## src/rtl/tmr_pair_pkg.sv

```systemverilog
package tmr_pair_pkg;
    localparam int BYTE_W    = 8;
    localparam int NIB_W     = 4;
    localparam int NUM_UNITS = 2;
    localparam int P13_LO_W  = 5;

    typedef enum logic [1:0] {
        MD_P13   = 2'd0,
        MD_W16   = 2'd1,
        MD_RLD8  = 2'd2,
        MD_SPLIT = 2'd3
    } tmode_e;

    typedef struct packed {
        logic   gate;
        logic   use_evt;
        tmode_e mode;
    } mode_nib_t;

    typedef logic [BYTE_W-1:0] byte_t;

    typedef struct packed {
        byte_t     [NUM_UNITS-1:0] lo;
        byte_t     [NUM_UNITS-1:0] hi;
        logic      [NUM_UNITS-1:0] run;
        mode_nib_t [NUM_UNITS-1:0] mode;
        logic      [NUM_UNITS-1:0] flag;
        logic                      baud;
    } pair_state_t;
endpackage

```

## src/rtl/tmr_prescale.sv

```systemverilog
module tmr_prescale #(
    parameter int DIV = 12
) (
    input  logic clk,
    input  logic rst_n,
    output logic tick
);
    localparam int CW = (DIV > 1) ? $clog2(DIV) : 1;

    typedef struct packed {
        logic [CW-1:0] cnt;
    } pre_state_t;

    pre_state_t st_d, st_q;

    always_comb begin
        st_d = st_q;
        tick = (st_q.cnt == CW'(DIV - 1));
        st_d.cnt = tick ? '0 : st_q.cnt + 1'b1;
    end

    always_ff @(posedge clk) begin
        if (!rst_n) st_q <= '0;
        else        st_q <= st_d;
    end
endmodule

```

## src/rtl/tmr_evt_qual.sv

```systemverilog
module tmr_evt_qual (
    input  logic clk,
    input  logic rst_n,
    input  logic tick,
    input  logic evt_pin,
    input  logic use_evt,
    input  logic gate,
    input  logic gate_pin,
    output logic step_ok
);
    typedef struct packed {
        logic prev;
    } qual_state_t;

    qual_state_t st_d, st_q;
    logic        fall;

    always_comb begin
        st_d      = st_q;
        // falling edge seen between two consecutive tick samples
        fall      = tick & st_q.prev & ~evt_pin;
        st_d.prev = tick ? evt_pin : st_q.prev;
        step_ok   = (use_evt ? fall : tick) & (~gate | gate_pin);
    end

    always_ff @(posedge clk) begin
        if (!rst_n) st_q <= '0;
        else        st_q <= st_d;
    end
endmodule

```

## src/rtl/tmr_step.sv

```systemverilog
module tmr_step
    import tmr_pair_pkg::*;
#(
    parameter bit ALLOW_SPLIT = 1'b1
) (
    input  tmode_e mode,
    input  byte_t  lo,
    input  byte_t  hi,
    input  logic   inc_main,
    input  logic   inc_hi,
    output byte_t  lo_n,
    output byte_t  hi_n,
    output logic   ovf_main,
    output logic   ovf_hi
);
    always_comb begin
        lo_n     = lo;
        hi_n     = hi;
        ovf_main = 1'b0;
        ovf_hi   = 1'b0;
        unique case (mode)
            MD_P13: if (inc_main) begin
                ovf_main = &{hi, lo[P13_LO_W-1:0]};
                {hi_n, lo_n[P13_LO_W-1:0]} = {hi, lo[P13_LO_W-1:0]} + 1'b1;
            end
            MD_W16: if (inc_main) begin
                ovf_main     = &{hi, lo};
                {hi_n, lo_n} = {hi, lo} + 1'b1;
            end
            MD_RLD8: if (inc_main) begin
                ovf_main = &lo;
                lo_n     = (&lo) ? hi : lo + 1'b1;
            end
            MD_SPLIT: if (ALLOW_SPLIT) begin
                if (inc_main) begin
                    ovf_main = &lo;
                    lo_n     = lo + 1'b1;
                end
                if (inc_hi) begin
                    ovf_hi = &hi;
                    hi_n   = hi + 1'b1;
                end
            end
        endcase
    end
endmodule

```

## src/rtl/tmr_pair.sv

```systemverilog
module tmr_pair
    import tmr_pair_pkg::*;
#(
    parameter int PRESCALE = 12
) (
    input  logic                      clk,
    input  logic                      rst_n,
    input  logic                      mode_we,
    input  logic [NUM_UNITS*NIB_W-1:0] mode_wd,
    input  logic                      run_we,
    input  logic [NUM_UNITS-1:0]      run_wd,
    input  logic [NUM_UNITS-1:0]      lo_we,
    input  logic [NUM_UNITS-1:0]      hi_we,
    input  logic [BYTE_W-1:0]         cnt_wd,
    input  logic [NUM_UNITS-1:0]      flag_clr,
    input  logic [NUM_UNITS-1:0]      flag_ack,
    input  logic [NUM_UNITS-1:0]      evt_pin,
    input  logic [NUM_UNITS-1:0]      gate_pin,
    output logic [NUM_UNITS-1:0]      ovf_flag,
    output logic                      baud_pulse,
    output logic [2*BYTE_W-1:0]       cnt0,
    output logic [2*BYTE_W-1:0]       cnt1
);
    pair_state_t st_d, st_q;

    logic                          tick;
    logic                          split0;
    tmode_e [NUM_UNITS-1:0]        unit_mode;
    logic   [NUM_UNITS-1:0]        run_bits;
    logic   [NUM_UNITS-1:0]        qual;
    logic   [NUM_UNITS-1:0]        inc_main;
    logic   [NUM_UNITS-1:0]        inc_hi;
    logic   [NUM_UNITS-1:0]        ovf_m;
    logic   [NUM_UNITS-1:0]        ovf_h;
    logic   [NUM_UNITS-1:0]        flag_set;
    byte_t  [NUM_UNITS-1:0]        lo_n;
    byte_t  [NUM_UNITS-1:0]        hi_n;

    tmr_prescale #(.DIV(PRESCALE)) u_pre (
        .clk  (clk),
        .rst_n(rst_n),
        .tick (tick)
    );

    always_comb begin
        for (int u = 0; u < NUM_UNITS; u++) unit_mode[u] = st_q.mode[u].mode;
        run_bits = st_q.run;
        split0   = (unit_mode[0] == MD_SPLIT);
    end

    generate
        for (genvar u = 0; u < NUM_UNITS; u++) begin : g_unit
            tmr_evt_qual u_qual (
                .clk     (clk),
                .rst_n   (rst_n),
                .tick    (tick),
                .evt_pin (evt_pin[u]),
                .use_evt (st_q.mode[u].use_evt),
                .gate    (st_q.mode[u].gate),
                .gate_pin(gate_pin[u]),
                .step_ok (qual[u])
            );
            // only the first unit may split; the second parks in mode 3
            tmr_step #(.ALLOW_SPLIT(u == 0)) u_step (
                .mode    (unit_mode[u]),
                .lo      (st_q.lo[u]),
                .hi      (st_q.hi[u]),
                .inc_main(inc_main[u]),
                .inc_hi  (inc_hi[u]),
                .lo_n    (lo_n[u]),
                .hi_n    (hi_n[u]),
                .ovf_main(ovf_m[u]),
                .ovf_hi  (ovf_h[u])
            );
        end
    endgenerate

    always_comb begin
        // unit 0: in split form a write cancels only the counter it hits
        inc_main[0] = qual[0] & run_bits[0]
                    & ~(split0 ? lo_we[0] : (lo_we[0] | hi_we[0]));
        inc_hi[0]   = tick & run_bits[1] & split0 & ~hi_we[0];
        // unit 1: free of its run bit while unit 0 borrows it
        inc_main[1] = qual[1] & (run_bits[1] | split0) & ~(lo_we[1] | hi_we[1]);
        inc_hi[1]   = 1'b0;
    end

    always_comb begin
        st_d        = st_q;
        flag_set[0] = ovf_m[0];
        // ovf_h[1] is constant 0; kept in the OR so every output is consumed
        flag_set[1] = split0 ? ovf_h[0] : (ovf_m[1] | ovf_h[1]);
        for (int u = 0; u < NUM_UNITS; u++) begin
            st_d.lo[u]   = lo_we[u] ? cnt_wd : lo_n[u];
            st_d.hi[u]   = hi_we[u] ? cnt_wd : hi_n[u];
            st_d.flag[u] = (st_q.flag[u] & ~(flag_clr[u] | flag_ack[u])) | flag_set[u];
            if (mode_we) st_d.mode[u] = mode_nib_t'(mode_wd[u*NIB_W +: NIB_W]);
        end
        if (run_we) st_d.run = run_wd;
        st_d.baud = ovf_m[1];
    end

    always_ff @(posedge clk) begin
        if (!rst_n) st_q <= '0;
        else        st_q <= st_d;
    end

    assign ovf_flag   = st_q.flag;
    assign baud_pulse = st_q.baud;
    assign cnt0       = {st_q.hi[0], st_q.lo[0]};
    assign cnt1       = {st_q.hi[1], st_q.lo[1]};
endmodule

```

## config.mk

```make
export PLATFORM = sky130hd
export DESIGN_NAME = tmr_pair
export DESIGN_NICKNAME = d
export VERILOG_FILES = /design/src/rtl/tmr_pair_pkg.sv /design/src/rtl/tmr_prescale.sv /design/src/rtl/tmr_evt_qual.sv /design/src/rtl/tmr_step.sv /design/src/rtl/tmr_pair.sv
export SDC_FILE = /design/constraint.sdc
export NUM_CORES = 1
export LEC_CHECK = 0
export ABC_AREA = 0
export BUFFER_PORTS_ARGS = -buffer_cell sky130_fd_sc_hd__buf_2
export CAP_MARGIN = 40
export CORE_ASPECT_RATIO = 0.5
export CORE_MARGIN = 2
export CORE_UTILIZATION = 58
export DETAILED_ROUTE_END_ITERATION = 10
export GPL_ROUTABILITY_DRIVEN = 0
export PLACE_DENSITY = 0.82
export SYNTH_ARGS = -nofsm -noshare
export SYNTH_HDL_FRONTEND = slang
export SYNTH_HIERARCHICAL = 1
export SYNTH_SLANG_ARGS = --single-unit
```

## constraint.sdc

```tcl
create_clock -name clk -period 3.4 [get_ports clk]
set_clock_uncertainty 0.2 [all_clocks]
set_input_delay 0.34 -clock clk [delete_from_list [all_inputs] [get_ports clk]]
set_output_delay 0.34 -clock clk [all_outputs]
set_load 0.02 [all_outputs]
```

---- After elaboration in Yosys (flattened, before gate mapping) ----
Index checks and enable logic that the tools add are counted.
storage, ports and cells
  register bits ........................... 51
  bits in latches ......................... 0
  memory bits (writable) .................. 0
  ROM bits ................................ 0
  input bits .............................. 34
  output and inout bits ................... 35
  word-level logic and storage cells ...... 137
  memories kept ........................... 0
operators by class
  add/subtract/negate cells ............... 8
  multiply operators ...................... 0
  divide/modulo/power cells ............... 0
  $lt $le $gt $ge ......................... 0
  equality and inequality tests ........... 18
  shift-type cells ........................ 0
  muxes and demuxes ....................... 37
  bitwise gates (word level) .............. 34
  reductions and logical operators ........ 22
operator list
  operator                                                count
  2-to-1 mux 8 bit                                        16
  inequality test 3 x 2 -> 1 bit (second input constant)  12
  adder 16 x 1 -> 16 bit (second input constant)          2
  AND reduction 16 bit                                    2
  adder 13 x 1 -> 13 bit (second input constant)          2
  AND reduction 13 bit                                    2
  adder 8 x 1 -> 8 bit (second input constant)            3
  one-hot mux 8 bit (3 select lines)                      1
  AND reduction 8 bit                                     3
  one-hot mux 5 bit (4 select lines)                      1
  one-hot mux 8 bit (2 select lines)                      1
  AND reduction 4 bit                                     4
  AND 1 bit                                               15
  one-hot mux 5 bit (3 select lines)                      1
  nonzero test 4 bit                                      3
  2-to-1 mux 1 bit                                        11
  2-to-1 mux 5 bit                                        2
  inverter 1 bit                                          10
  OR 1 bit                                                9
  one-hot mux 3 bit (3 select lines)                      1
  equality test 2 bit (second input constant)             3
  one-hot mux 1 bit (3 select lines)                      2
  one-hot mux 3 bit (2 select lines)                      1
  AND reduction 3 bit                                     2
  other kinds (6)                                         10

---- Logic depth before layout (Yosys ltp) ----
Gate-level depths: netlist of run 1.
  depth after elaboration ................. 11
  mapped depth ............................ 13
  mapped depth without buffers ............ 12

---- Hierarchy ----
The synthesis of run 1 kept the hierarchy.
by module, submodules not included
  module                       times used  cells an instance  area an instance (sq um)
  tmr_pair                     1           190                2,045.7
  tmr_step (g_unit[0].u_step)  1           159                978.4
  tmr_step (g_unit[1].u_step)  1           151                968.4
  tmr_prescale                 1           18                 175.2
  tmr_evt_qual                 2           7                  65.1

---- Worst setup path before layout of run 1 ----
No wires, ideal clock.
  path type ............................... reg-to-reg
  start ................................... reg u_pre/st_q[0] in the netlist's numbering
  end ..................................... reg st_q, in the netlist cnt1[15]
  arrival time ............................ 2.693 ns
  data required time ...................... 3.084 ns
  path slack .............................. 0.391 ns
  cell stages (with the launch flop) ...... 13
  period minus slack after synthesis ...... 3.009 ns
  cell sequence ........................... dfxtp_1 > ha_1 > and3b_2 > inv_1 > a221oi_2 > nor4b_2 > buf_6 > nand3_1 > nor3_2 > mux2_1 > a221o_1 > mux2i_1 > nor2b_1
between the ends
  cells in the longest elaborated chain, start to end .. 9
  elaborated cells between the ends (all ways) .. 10
  those cells by class .................... 3 x eq/ne; 1 x mux; 5 x bitwise; 1 x reduce/logical
ends and longest elaborated chain
  what                                             line                source
  start: declaration                               tmr_prescale.sv:14  pre_state_t st_d, st_q;
  start signal: assignment                         tmr_prescale.sv:24  else st_q <= st_d;
  equality test 4 bit *                            tmr_prescale.sv:18  tick = (st_q.cnt == CW'(DIV - 1));
  net tick                                         tmr_pair.sv:26      logic tick;
  AND 1 bit (2 in series)                          tmr_evt_qual.sv:21  fall = tick & st_q.prev & ~evt_pin;
  2-to-1 mux 1 bit *                               tmr_evt_qual.sv:23  step_ok = (use_evt ? fall : tick) & (~gate | gate_pin);
  AND 1 bit *                                      tmr_evt_qual.sv:23
  net qual[1]                                      tmr_pair.sv:30      logic [NUM_UNITS-1:0] qual;
  AND 1 bit * (2 in series)                        tmr_pair.sv:84      inc_main[1] = qual[1] & (run_bits[1] | split0) & ~(lo_we[1] | hi_we[1]);
  net inc_main[1]                                  tmr_pair.sv:31      logic [NUM_UNITS-1:0] inc_main;
  inequality test 3 x 2 -> 1 bit (no source line)  -
  AND reduction 3 bit (no source line) *           -
  end signal: assignment                           tmr_pair.sv:105     else st_q <= st_d;
  end: declaration                                 tmr_pair.sv:24      pair_state_t st_d, st_q;
Mark *: on every way through the listed nets, which the timed path passes. The rest lies on a longest branch.
A chain may end at the register's enable or synchronous reset.

---- Final worst setup path of run 1 ----
  start ................................... reg u_pre/st_q[0] in the netlist's numbering
  end ..................................... reg st_q, in the netlist cnt0[12]
between the ends
  cells in the longest elaborated chain, start to end .. 9
  elaborated cells between the ends (all ways) .. 14
  those cells by class .................... 4 x eq/ne; 1 x mux; 8 x bitwise; 1 x reduce/logical
ends and longest elaborated chain
  what                                             line                source
  equality test 4 bit *                            tmr_prescale.sv:18
  net tick                                         tmr_pair.sv:26
  AND 1 bit (2 in series)                          tmr_evt_qual.sv:21
  2-to-1 mux 1 bit *                               tmr_evt_qual.sv:23
  AND 1 bit *                                      tmr_evt_qual.sv:23
  net qual[0]                                      tmr_pair.sv:30
  AND 1 bit *                                      tmr_pair.sv:80      inc_main[0] = qual[0] & run_bits[0]
  AND 1 bit *                                      tmr_pair.sv:81      & ~(split0 ? lo_we[0] : (lo_we[0] | hi_we[0]));
  net inc_main[0]                                  tmr_pair.sv:31
  inequality test 3 x 2 -> 1 bit (no source line)  -
  AND reduction 4 bit (no source line) *           -
Marks and branches as above.

==> results.md, run 1 <==
- Run status: finished, final reports clean
- DRT Pass-1 Iters: 6
- WHS Endpoint: st_q[7]$_SDFFE_PN0P_
- CTS sink cnt: 51
- Synth Instances: 531
- LEAKAGE: 1.759 nW
- Detailed Route WL: 11.22 mm
- Die width: 125.7 µm
- Fill cells: 614
- Unrepaired setup endpoints after global routing: no
- Root buffer cell: clkbuf_16
- Yosys warnings: 6
- # DRC: 0
- Req. time, crit path: 3.44 ns
- Setup TNS: 0 ns
- R2R Setup Slk: 0.20 ns
- Die area: 0.008150 mm²
- Final nets: 581
- Netlist Area Pre-Place: 0.004294 mm²
- Worst reg2reg path depth: 12
- DP Area: 0.004279 mm²
- First-pass GRT wire length: 17.92 mm
- Period utilization: 0.9424
- # resized after CTS: 0
- Cell chain of the critical path: ha_1 > and3b_2 > inv_1 > a221oi_2 > nand2_1 > a211oi_4 > nand2_1 > nor4_1 > mux2_2 > a32oi_1 > mux2i_1 > nor2b_1
- H-Tree Level Count: 2
- CTS tree: built
- Final Setup Violations: 0
- Mapped Avg Cell Area: 8.087 µm²
- Fin Hold WS: 0.09919 ns
- Post-route design area: 0.004453 mm²
- Vias/cell: 6.390
- Total grt overflow: 0
- Slowest CP cell: nor4_1
- CTS buffer count: 5
- Final ANT Viol Nets: 0
- Pins Over Slew Limit: 0
- Post-DP HPWL: 7.973 mm
- Antenna Cells: 0
- Vias in the first global route: 3560
- Hold_buf cts: 0
- Initial antenna violation count: 0
- CP most frequent cell: nand2_1
- Hold Vio Cnt, Final: 0
- Pwr per Cell Area: 356.1 mW/mm²
- Die height: 64.85 µm
- Port bufs: 68
- Area delta synth->final: 3.700%
- Clock Tree Buf Depth: 2
- Worst skew pair latency: 0.30 ns
- Vias post-DR: 4051
- Type of the worst setup path: flip-flop to flip-flop
- Starting DRT DRC Count: 666
- Layout cells sized above 1: 0.1933
- Clk slew on worst S/H paths: 0.07 ns
- I/O Pins: 69
- Syn Nets: 574
- Rows: 22
- Most frequent cells in the layout: buf_2 (68), mux2i_1 (54), dfxtp_1 (51)
- Initial Utilization: 0.5932
- VDD IR max: 233.8 µV
- Hold Startpoint: mode_wd[4]
- Post-CTS setup buffer count: 0
- Reg-to-reg endpoint: cnt0[12]$_SDFF_PN0_
- CORE AREA: 0.007239 mm²
- Reg2reg start: u_pre/st_q[0]$_SDFF_PP0_
- Crit path launch type: flip-flop
- CP arrival: 3.25 ns
- Max cap viols: 0
- Drt wl/cell: 17.70 µm
- Endpoint class of the critical path: flip-flop
- Finished Core Util: 0.6151
- Worst hold path cell count: 3
- Largest net degree at the start of global routing: 53
- Max Clk Rate: 312.1 MHz
- Crit path largest cell delay: 0.39 ns
- Rel. slew slack: 0.4948
- Most common cell after layout, fill and taps aside: buf_2
- CP Max Fanout: 7
- Worst-margin pin slew: 0.7578 ns
- GRT Total Usage: 0.2718
- Hold Path Class: input port to flip-flop
- Fin crit period: 3.204 ns
[worst max-delay path: cells and delay by family, from the launching register on]
kind / cells / cell delay (ns)
AND/OR/NAND/NOR: 5 / 1.15
AO/OA/AOI/OAI: 3 / 0.69
multiplexers: 2 / 0.46
flip-flops: 1 / 0.37
adder cells (fa/ha/maj): 1 / 0.21
buffers and inverters: 1 / 0.07
[area by class of cell]
class / instances / area, µm² / area share
sequential: 51 / 1021 / 0.2293
inverter: 19 / 71.32 / 0.01602
clock inverter: 2 / 37.54 / 0.008429
tap: 96 / 120.1 / 0.02697
timing repair buffer: 74 / 385.4 / 0.08654
clock buffer: 5 / 125.1 / 0.02810
multi-input combinational: 387 / 2693 / 0.6047
[sequential cells by signal, indices dropped and copies added, names as in the netlist]
register,flops
cnt0,16
baud_pulse,1
ovf_flag,2
g_unit.u_qual/st_q,2
run_bits,2
cnt1,16
u_pre/st_q,4
st_q,8
[stage by stage]
stage | std cells | power, mW | setup WS, ns
floorplan | 531 | 0.9547 | 0.3907
CTS | 634 | 1.578 | 0.07058
global route | 634 | 1.647 | 0.006869
detailed placement | 627 | 1.007 | 0.1353
global placement | 627 | 1.000 | 0.2731
finish | 634 | 1.586 | 0.1960
[worst max-delay path by stage]
stage,slack [ns],startpoint,cells after the start,endpoint
finish,0.20,u_pre/st_q[0]$_SDFF_PP0_,12,cnt0[12]$_SDFF_PN0_
global route,0.007,u_pre/st_q[0]$_SDFF_PP0_,12,cnt0[13]$_SDFF_PN0_
CTS,0.07,u_pre/st_q[0]$_SDFF_PP0_,12,cnt0[0]$_SDFF_PN0_
detailed placement,0.14,u_pre/st_q[0]$_SDFF_PP0_,12,cnt0[0]$_SDFF_PN0_
global placement,0.27,u_pre/st_q[0]$_SDFF_PP0_,12,cnt0[0]$_SDFF_PN0_
floorplan,0.39,u_pre/st_q[0]$_SDFF_PP0_,12,cnt1[15]$_SDFF_PN0_
[layer usage]
| metal | global-route usage | share of wire |
|---|---|---|
| met2 | 0.4426 | 0.45 |
| met3 | 0.04211 | 0.083 |
| met4 | 0.08750 | 0.025 |
| met5 | 0 | 0 |
| met1 | 0.3720 | 0.45 |
[power breakdown]
group | leakage, nW | switching, mW | total, mW | internal, mW
Combinational | 1.26 | 0.171 | 0.298 | 0.127
Sequential | 0.421 | 0.0701 | 0.704 | 0.634
Clock | 0.0759 | 0.240 | 0.584 | 0.344
Power figures use the tool's default switching activity.
==> run 2, diff against run 1 <==
--- a/config.mk
+++ b/config.mk
@@ -11,8 +11,10 @@
 export CORE_ASPECT_RATIO = 0.5
 export CORE_MARGIN = 2
 export CORE_UTILIZATION = 58
+export CTS_BUF_LIST = sky130_fd_sc_hd__clkbuf_16
 export DETAILED_ROUTE_END_ITERATION = 10
 export GPL_ROUTABILITY_DRIVEN = 0
+export MAX_ROUTING_LAYER = met4
 export PLACE_DENSITY = 0.82
 export SYNTH_ARGS = -nofsm -noshare
 export SYNTH_HDL_FRONTEND = slang
==> results.md, run 2 (synthesized netlist as in run 1, its figures left out) <==
- WHS Endpoint: st_q[7]$_SDFFE_PN0P_ (unchanged)
- Starting DRT DRC Count: 695 (was 666)
- Total grt overflow: 0 (unchanged)
- Hold Startpoint: mode_wd[4] (unchanged)
- VDD IR max: 232.4 µV (was 233.8 µV)
- Clk slew on worst S/H paths: 0.07 ns (about the same)
- Initial Utilization: 0.5932 (unchanged)
- Clock Tree Buf Depth: 2 (unchanged)
- Final Setup Violations: 0 (unchanged)
- Initial antenna violation count: 0 (unchanged)
- Period utilization: 0.9429 (was 0.9424)
- Vias post-DR: 4044 (was 4051)
- Hold Vio Cnt, Final: 0 (unchanged)
- Reg-to-reg endpoint: cnt1[14]$_SDFF_PN0_ (was cnt0[12]$_SDFF_PN0_)
- Run status: finished, final reports clean (unchanged)
- Root buffer cell: clkbuf_16 (unchanged)
- Post-CTS setup buffer count: 0 (unchanged)
- Antenna Cells: 0 (unchanged)
- Port bufs: 68 (unchanged)
- Crit path launch type: flip-flop (unchanged)
- H-Tree Level Count: 2 (unchanged)
- Pwr per Cell Area: 356.3 mW/mm² (was 356.1 mW/mm²)
- Most common cell after layout, fill and taps aside: buf_2 (unchanged)
- Fin crit period: 3.206 ns (was 3.204 ns)
- CORE AREA: 0.007239 mm² (unchanged)
- LEAKAGE: 1.759 nW (unchanged)
- CP Max Fanout: 8 (was 7)
- Die area: 0.008150 mm² (unchanged)
- Final ANT Viol Nets: 0 (unchanged)
- Post-DP HPWL: 7.973 mm (unchanged)
- Fill cells: 614 (unchanged)
- Rel. slew slack: 0.5003 (was 0.4948)
- Setup TNS: 0 ns (unchanged)
- Sequential standard cell area: 0.001021 mm² (unchanged)
- Vias in the first global route: 3564 (was 3560)
- GRT Total Usage: 0.2798 (was 0.2718)
- Area delta synth->final: 3.700% (unchanged)
- Detailed Route WL: 11.15 mm (was 11.22 mm)
- First-pass GRT wire length: 17.95 mm (was 17.92 mm)
- Unrepaired setup endpoints after global routing: no (unchanged)
- Dpl ws: 0.1353 ns (unchanged)
- # DRC: 0 (unchanged)
- DRT Pass-1 Iters: 6 (unchanged)
- Endpoint class of the critical path: flip-flop (unchanged)
- Overall power: 1.587 mW (was 1.586 mW)
- Post-route design area: 0.004453 mm² (unchanged)
- Max cap viols: 0 (unchanged)
- DP Area: 0.004279 mm² (unchanged)
- Worst hold path cell count: 3 (unchanged)
- I/O Pins: 69 (unchanged)
- Worst-margin pin slew: 0.7495 ns (was 0.7578 ns)
- R2R Setup Slk: 0.19 ns (was 0.20 ns)
- Layout cells sized above 1: 0.1933 (unchanged)
- Fin Hold WS: 0.09942 ns (was 0.09919 ns)
- Die width: 125.7 µm (unchanged)
- Die height: 64.85 µm (unchanged)
- Final nets: 581 (unchanged)
- Pins Over Slew Limit: 0 (unchanged)
- Rows: 22 (unchanged)
- Worst reg2reg path depth: 12 (unchanged)
- Drt wl/cell: 17.59 µm (was 17.70 µm)
- Most frequent cells in the layout: buf_2 (68), mux2i_1 (54), dfxtp_1 (51) (unchanged)
- CTS sink cnt: 51 (unchanged)
- Vias/cell: 6.379 (was 6.390)
- Reg2reg start: u_pre/st_q[0]$_SDFF_PP0_ (unchanged)
- Type of the worst setup path: flip-flop to flip-flop (unchanged)
- Req. time, crit path: 3.39 ns (was 3.44 ns)
- Largest net degree at the start of global routing: 53 (unchanged)
- Area of the multi-input gates: 0.002693 mm² (unchanged)
- Final Non-Filler Cells: 634 (unchanged)
- Max Clk Rate: 311.9 MHz (was 312.1 MHz)
- CTS tree: built (unchanged)
- Finished Core Util: 0.6151 (unchanged)
- Inst Count DP: 627 (unchanged)
- Hold Path Class: input port to flip-flop (unchanged)
- CP arrival: 3.19 ns (was 3.25 ns)
- CTS buffer count: 5 (unchanged)
- Worst skew pair latency: 0.30 ns (about the same)
- Post-route worst setup slack: 0.1943 ns (was 0.1960 ns)
run 2: timing repair:
| item | 4_1_cts | 5_1_grt |
|---|---|---|
| setup endpoints to repair | 0 | 7 |
| gates resized for setup | 0 | 2 |
| hold buffers | 0 | 0 |
run 2: layout make-up:
cell class | count | share of cell area
tap | 96 | 0.02697
clock inverter | 2 | 0.008429
timing repair buffer | 74 | 0.08654
sequential | 51 | 0.2293
multi-input combinational | 387 | 0.6047
inverter | 19 | 0.01602
clock buffer | 5 | 0.02810
run 2: worst max-delay path by stage:
stage / startpoint / end / slack (ns) / depth (start not counted)
after floorplan: u_pre/st_q[0]$_SDFF_PP0_ / cnt1[15]$_SDFF_PN0_ / 0.39 / 12
after global placement: u_pre/st_q[0]$_SDFF_PP0_ / cnt0[0]$_SDFF_PN0_ / 0.27 / 12
after detailed placement: u_pre/st_q[0]$_SDFF_PP0_ / cnt0[0]$_SDFF_PN0_ / 0.14 / 12
after CTS: u_pre/st_q[0]$_SDFF_PP0_ / cnt0[0]$_SDFF_PN0_ / 0.07 / 12
after global routing: u_pre/st_q[0]$_SDFF_PP0_ / cnt0[13]$_SDFF_PN0_ / 0.007 / 12
final: u_pre/st_q[0]$_SDFF_PP0_ / cnt1[14]$_SDFF_PN0_ / 0.19 / 12
run 2: where the power goes:
| part | internal (mW) | switching, mW |
|---|---|---|
| combinational | 0.127 | 0.170 |
| clock | 0.344 | 0.241 |
| sequential | 0.634 | 0.0703 |
| total | 1.10 | 0.482 |
run 2: routing by layer:
layer | track usage | wire (µm)
met1 | 0.3720 | 4935
met2 | 0.4432 | 4998
met3 | 0.04294 | 935
met4 | 0.08750 | 284
met5 | - | 0
run 2: worst max-delay path, stage by stage, from the launching register on:
cell and delay [ns]:
dfxtp_1 0.37, ha_1 0.21, and3b_2 0.28, inv_1 0.09, a221oi_2 0.19, nor4b_2 0.31, buf_4 0.22, and3_4 0.24
nand3_2 0.19, a221o_1 0.41, a21o_1 0.18, mux2i_1 0.14, nor2b_1 0.07
==> run 3, diff against run 2 <==
--- a/config.mk
+++ b/config.mk
@@ -8,14 +8,17 @@
 export ABC_AREA = 0
 export BUFFER_PORTS_ARGS = -buffer_cell sky130_fd_sc_hd__buf_2
 export CAP_MARGIN = 40
+export CELL_PAD_IN_SITES_DETAIL_PLACEMENT = 1
+export CELL_PAD_IN_SITES_GLOBAL_PLACEMENT = 2
 export CORE_ASPECT_RATIO = 0.5
 export CORE_MARGIN = 2
-export CORE_UTILIZATION = 58
+export CORE_UTILIZATION = 34
 export CTS_BUF_LIST = sky130_fd_sc_hd__clkbuf_16
 export DETAILED_ROUTE_END_ITERATION = 10
 export GPL_ROUTABILITY_DRIVEN = 0
+export GPL_TIMING_DRIVEN = 0
 export MAX_ROUTING_LAYER = met4
-export PLACE_DENSITY = 0.82
+export PLACE_DENSITY_LB_ADDON = 0.1
 export SYNTH_ARGS = -nofsm -noshare
 export SYNTH_HDL_FRONTEND = slang
 export SYNTH_HIERARCHICAL = 1
==> results.md, run 3 (synthesized netlist as in run 1, its figures left out) <==
- Run status: finished, final reports clean (unchanged)
- Inst Count DP: 759 (was 627)
- GRT met2 Usage: 0.3328 (was 0.4432)
- Final Non-Filler Cells: 771 (was 634)
- Clk slew on worst S/H paths: 0.07 ns (about the same)
- Req. time, crit path: 3.44 ns (was 3.39 ns)
- Root buffer cell: clkbuf_16 (unchanged)
- Finished Core Util: 0.4169 (was 0.6151)
- Post-route worst setup slack: 0.2155 ns (was 0.1943 ns)
- Crit path launch type: flip-flop (unchanged)
- Vias post-DR: 4174 (was 4044)
- DRT Pass-1 Iters: 4 (was 6)
- CTS sink cnt: 51 (unchanged)
- Vias/cell: 5.414 (was 6.379)
- VDD IR max: 141.0 µV (was 232.4 µV)
- H-Tree Level Count: 2 (unchanged)
- Endpoint class of the critical path: flip-flop (unchanged)
- First-pass GRT wire length: 22.78 mm (was 17.95 mm)
- Initial Utilization: 0.3563 (was 0.5932)
- I/O Pins: 69 (unchanged)
- Max cap viols: 0 (unchanged)
- Die width: 162.9 µm (was 125.7 µm)
- Drt wl/cell: 18.36 µm (was 17.59 µm)
- Pins Over Slew Limit: 0 (unchanged)
- Final Setup Violations: 0 (unchanged)
- Vias in the first global route: 4129 (was 3564)
- Die height: 83.47 µm (was 64.85 µm)
- Hold_buf cts: 0 (unchanged)
- Port bufs: 63 (was 68)
- Clock Tree Buf Depth: 2 (unchanged)
- Layout cells sized above 1: 0.2723 (was 0.1933)
- Fin Hold WS: 0.1031 ns (was 0.09942 ns)
- Worst-margin pin slew: 0.6461 ns (was 0.7495 ns)
- Worst skew pair latency: 0.30 ns (about the same)
- CP arrival: 3.22 ns (was 3.19 ns)
- # DRC: 0 (unchanged)
- Initial antenna violation count: 0 (unchanged)
- LEAKAGE: 2.102 nW (was 1.759 nW)
- Post-DP HPWL: 10.81 mm (was 7.973 mm)
- Most frequent cells in the layout: buf_2 (77), mux2i_1 (54), dfxtp_1 (51) (was buf_2 (68), mux2i_1 (54), dfxtp_1 (51))
- CTS tree: built (unchanged)
- Setup TNS: 0 ns (unchanged)
- Post-route design area: 0.005025 mm² (was 0.004453 mm²)
- GR peak layer: met2 (unchanged)
- Fin crit period: 3.184 ns (was 3.206 ns)
- Total grt overflow: 0 (unchanged)
- Type of the worst setup path: flip-flop to flip-flop (unchanged)
- Most common cell after layout, fill and taps aside: buf_2 (unchanged)
- Detailed Route WL: 14.16 mm (was 11.15 mm)
- Period utilization: 0.9366 (was 0.9429)
- Die area: 0.01360 mm² (was 0.008150 mm²)
- CTS buffer count: 5 (unchanged)
- Pwr per Cell Area: 316.4 mW/mm² (was 356.3 mW/mm²)
- CORE AREA: 0.01205 mm² (was 0.007239 mm²)
- Met3 Usage GRT: 0.02832 (was 0.04294)
- Area delta synth->final: 17.02% (was 3.700%)
- GRT Total Usage: 0.2188 (was 0.2798)
- Antenna Cells: 0 (unchanged)
- Max Clk Rate: 314.0 MHz (was 311.9 MHz)
- Fill cells: 1522 (was 614)
- Final ANT Viol Nets: 0 (unchanged)
- Rows: 28 (was 22)
- Final nets: 648 (was 581)
- Largest net degree at the start of global routing: 17 (was 53)
- Dpl ws: -0.07440 ns (was 0.1353 ns)
- Hold Vio Cnt, Final: 0 (unchanged)
- Rel. slew slack: 0.5660 (was 0.5003)
- Overall power: 1.590 mW (was 1.587 mW)
- Unrepaired setup endpoints after global routing: no (unchanged)
- M1 GR Usage: 0.3099 (was 0.3720)
- CP Max Fanout: 10 (was 8)
- Hold Path Class: input port to flip-flop (unchanged)
- Starting DRT DRC Count: 208 (was 695)
- DP Area: 0.004816 mm² (was 0.004279 mm²)
run 3: worst max-delay path: stages, from the launching register on:
cell and delay, ns:
dfxtp_1 0.37, ha_1 0.22, and3b_2 0.29, inv_1 0.07, a221oi_2 0.17, nand2_1 0.10
a211oi_2 0.23, buf_4 0.22, nand3_2 0.16, nor4_4 0.33, mux2_2 0.37, o22ai_1 0.19
mux2i_1 0.10, nor2b_1 0.11
run 3: cell type report:
class / instances / area [µm²] / share of cell area
repair buffers: 67 / 345.3 / 0.06873
plain buffers: 74 / 523.0 / 0.1041
well taps: 165 / 206.4 / 0.04109
flip-flops and latches: 51 / 1021 / 0.2032
clock inverters: 3 / 20.02 / 0.003984
inverters: 19 / 71.32 / 0.01419
multi-input cells: 387 / 2713 / 0.5398
clock buffers: 5 / 125.1 / 0.02490
run 3: worst paths after layout:
path / startpoint / to / slack, ns / cells after the start
worst max-delay path: u_pre/st_q[0]$_SDFF_PP0_ / cnt0[13]$_SDFF_PN0_ / 0.22 / 13
worst min-delay path: mode_wd[7] / st_q[10]$_SDFFE_PN0P_ / 0.10 / 3
worst max register to register: u_pre/st_q[0]$_SDFF_PP0_ / cnt0[13]$_SDFF_PN0_ / 0.22 / 13
worst min register to register: u_pre/st_q[0]$_SDFF_PP0_ / u_pre/st_q[0]$_SDFF_PP0_ / 0.28 / 1
run 3: where the power goes:
| part | total (mW) | internal [mW] | switching, mW |
|---|---|---|---|
| Clock | 0.521 | 0.272 | 0.248 |
| Combinational | 0.383 | 0.171 | 0.212 |
| Sequential | 0.686 | 0.633 | 0.0523 |
run 3: metal layers:
| metal | wire (µm) | share of wire |
|---|---|---|
| met1 | 7264 | 0.51 |
| met2 | 6248 | 0.44 |
| met3 | 450 | 0.032 |
| met4 | 196 | 0.014 |
| met5 | 0 | 0 |
run 3: timing repair:
item	in CTS	in global routing
endpoints found under the hold margin	0	0
setup endpoints to repair	2	4
setup buffers	0	4
gates resized for setup	3	4
pin swaps	0	1
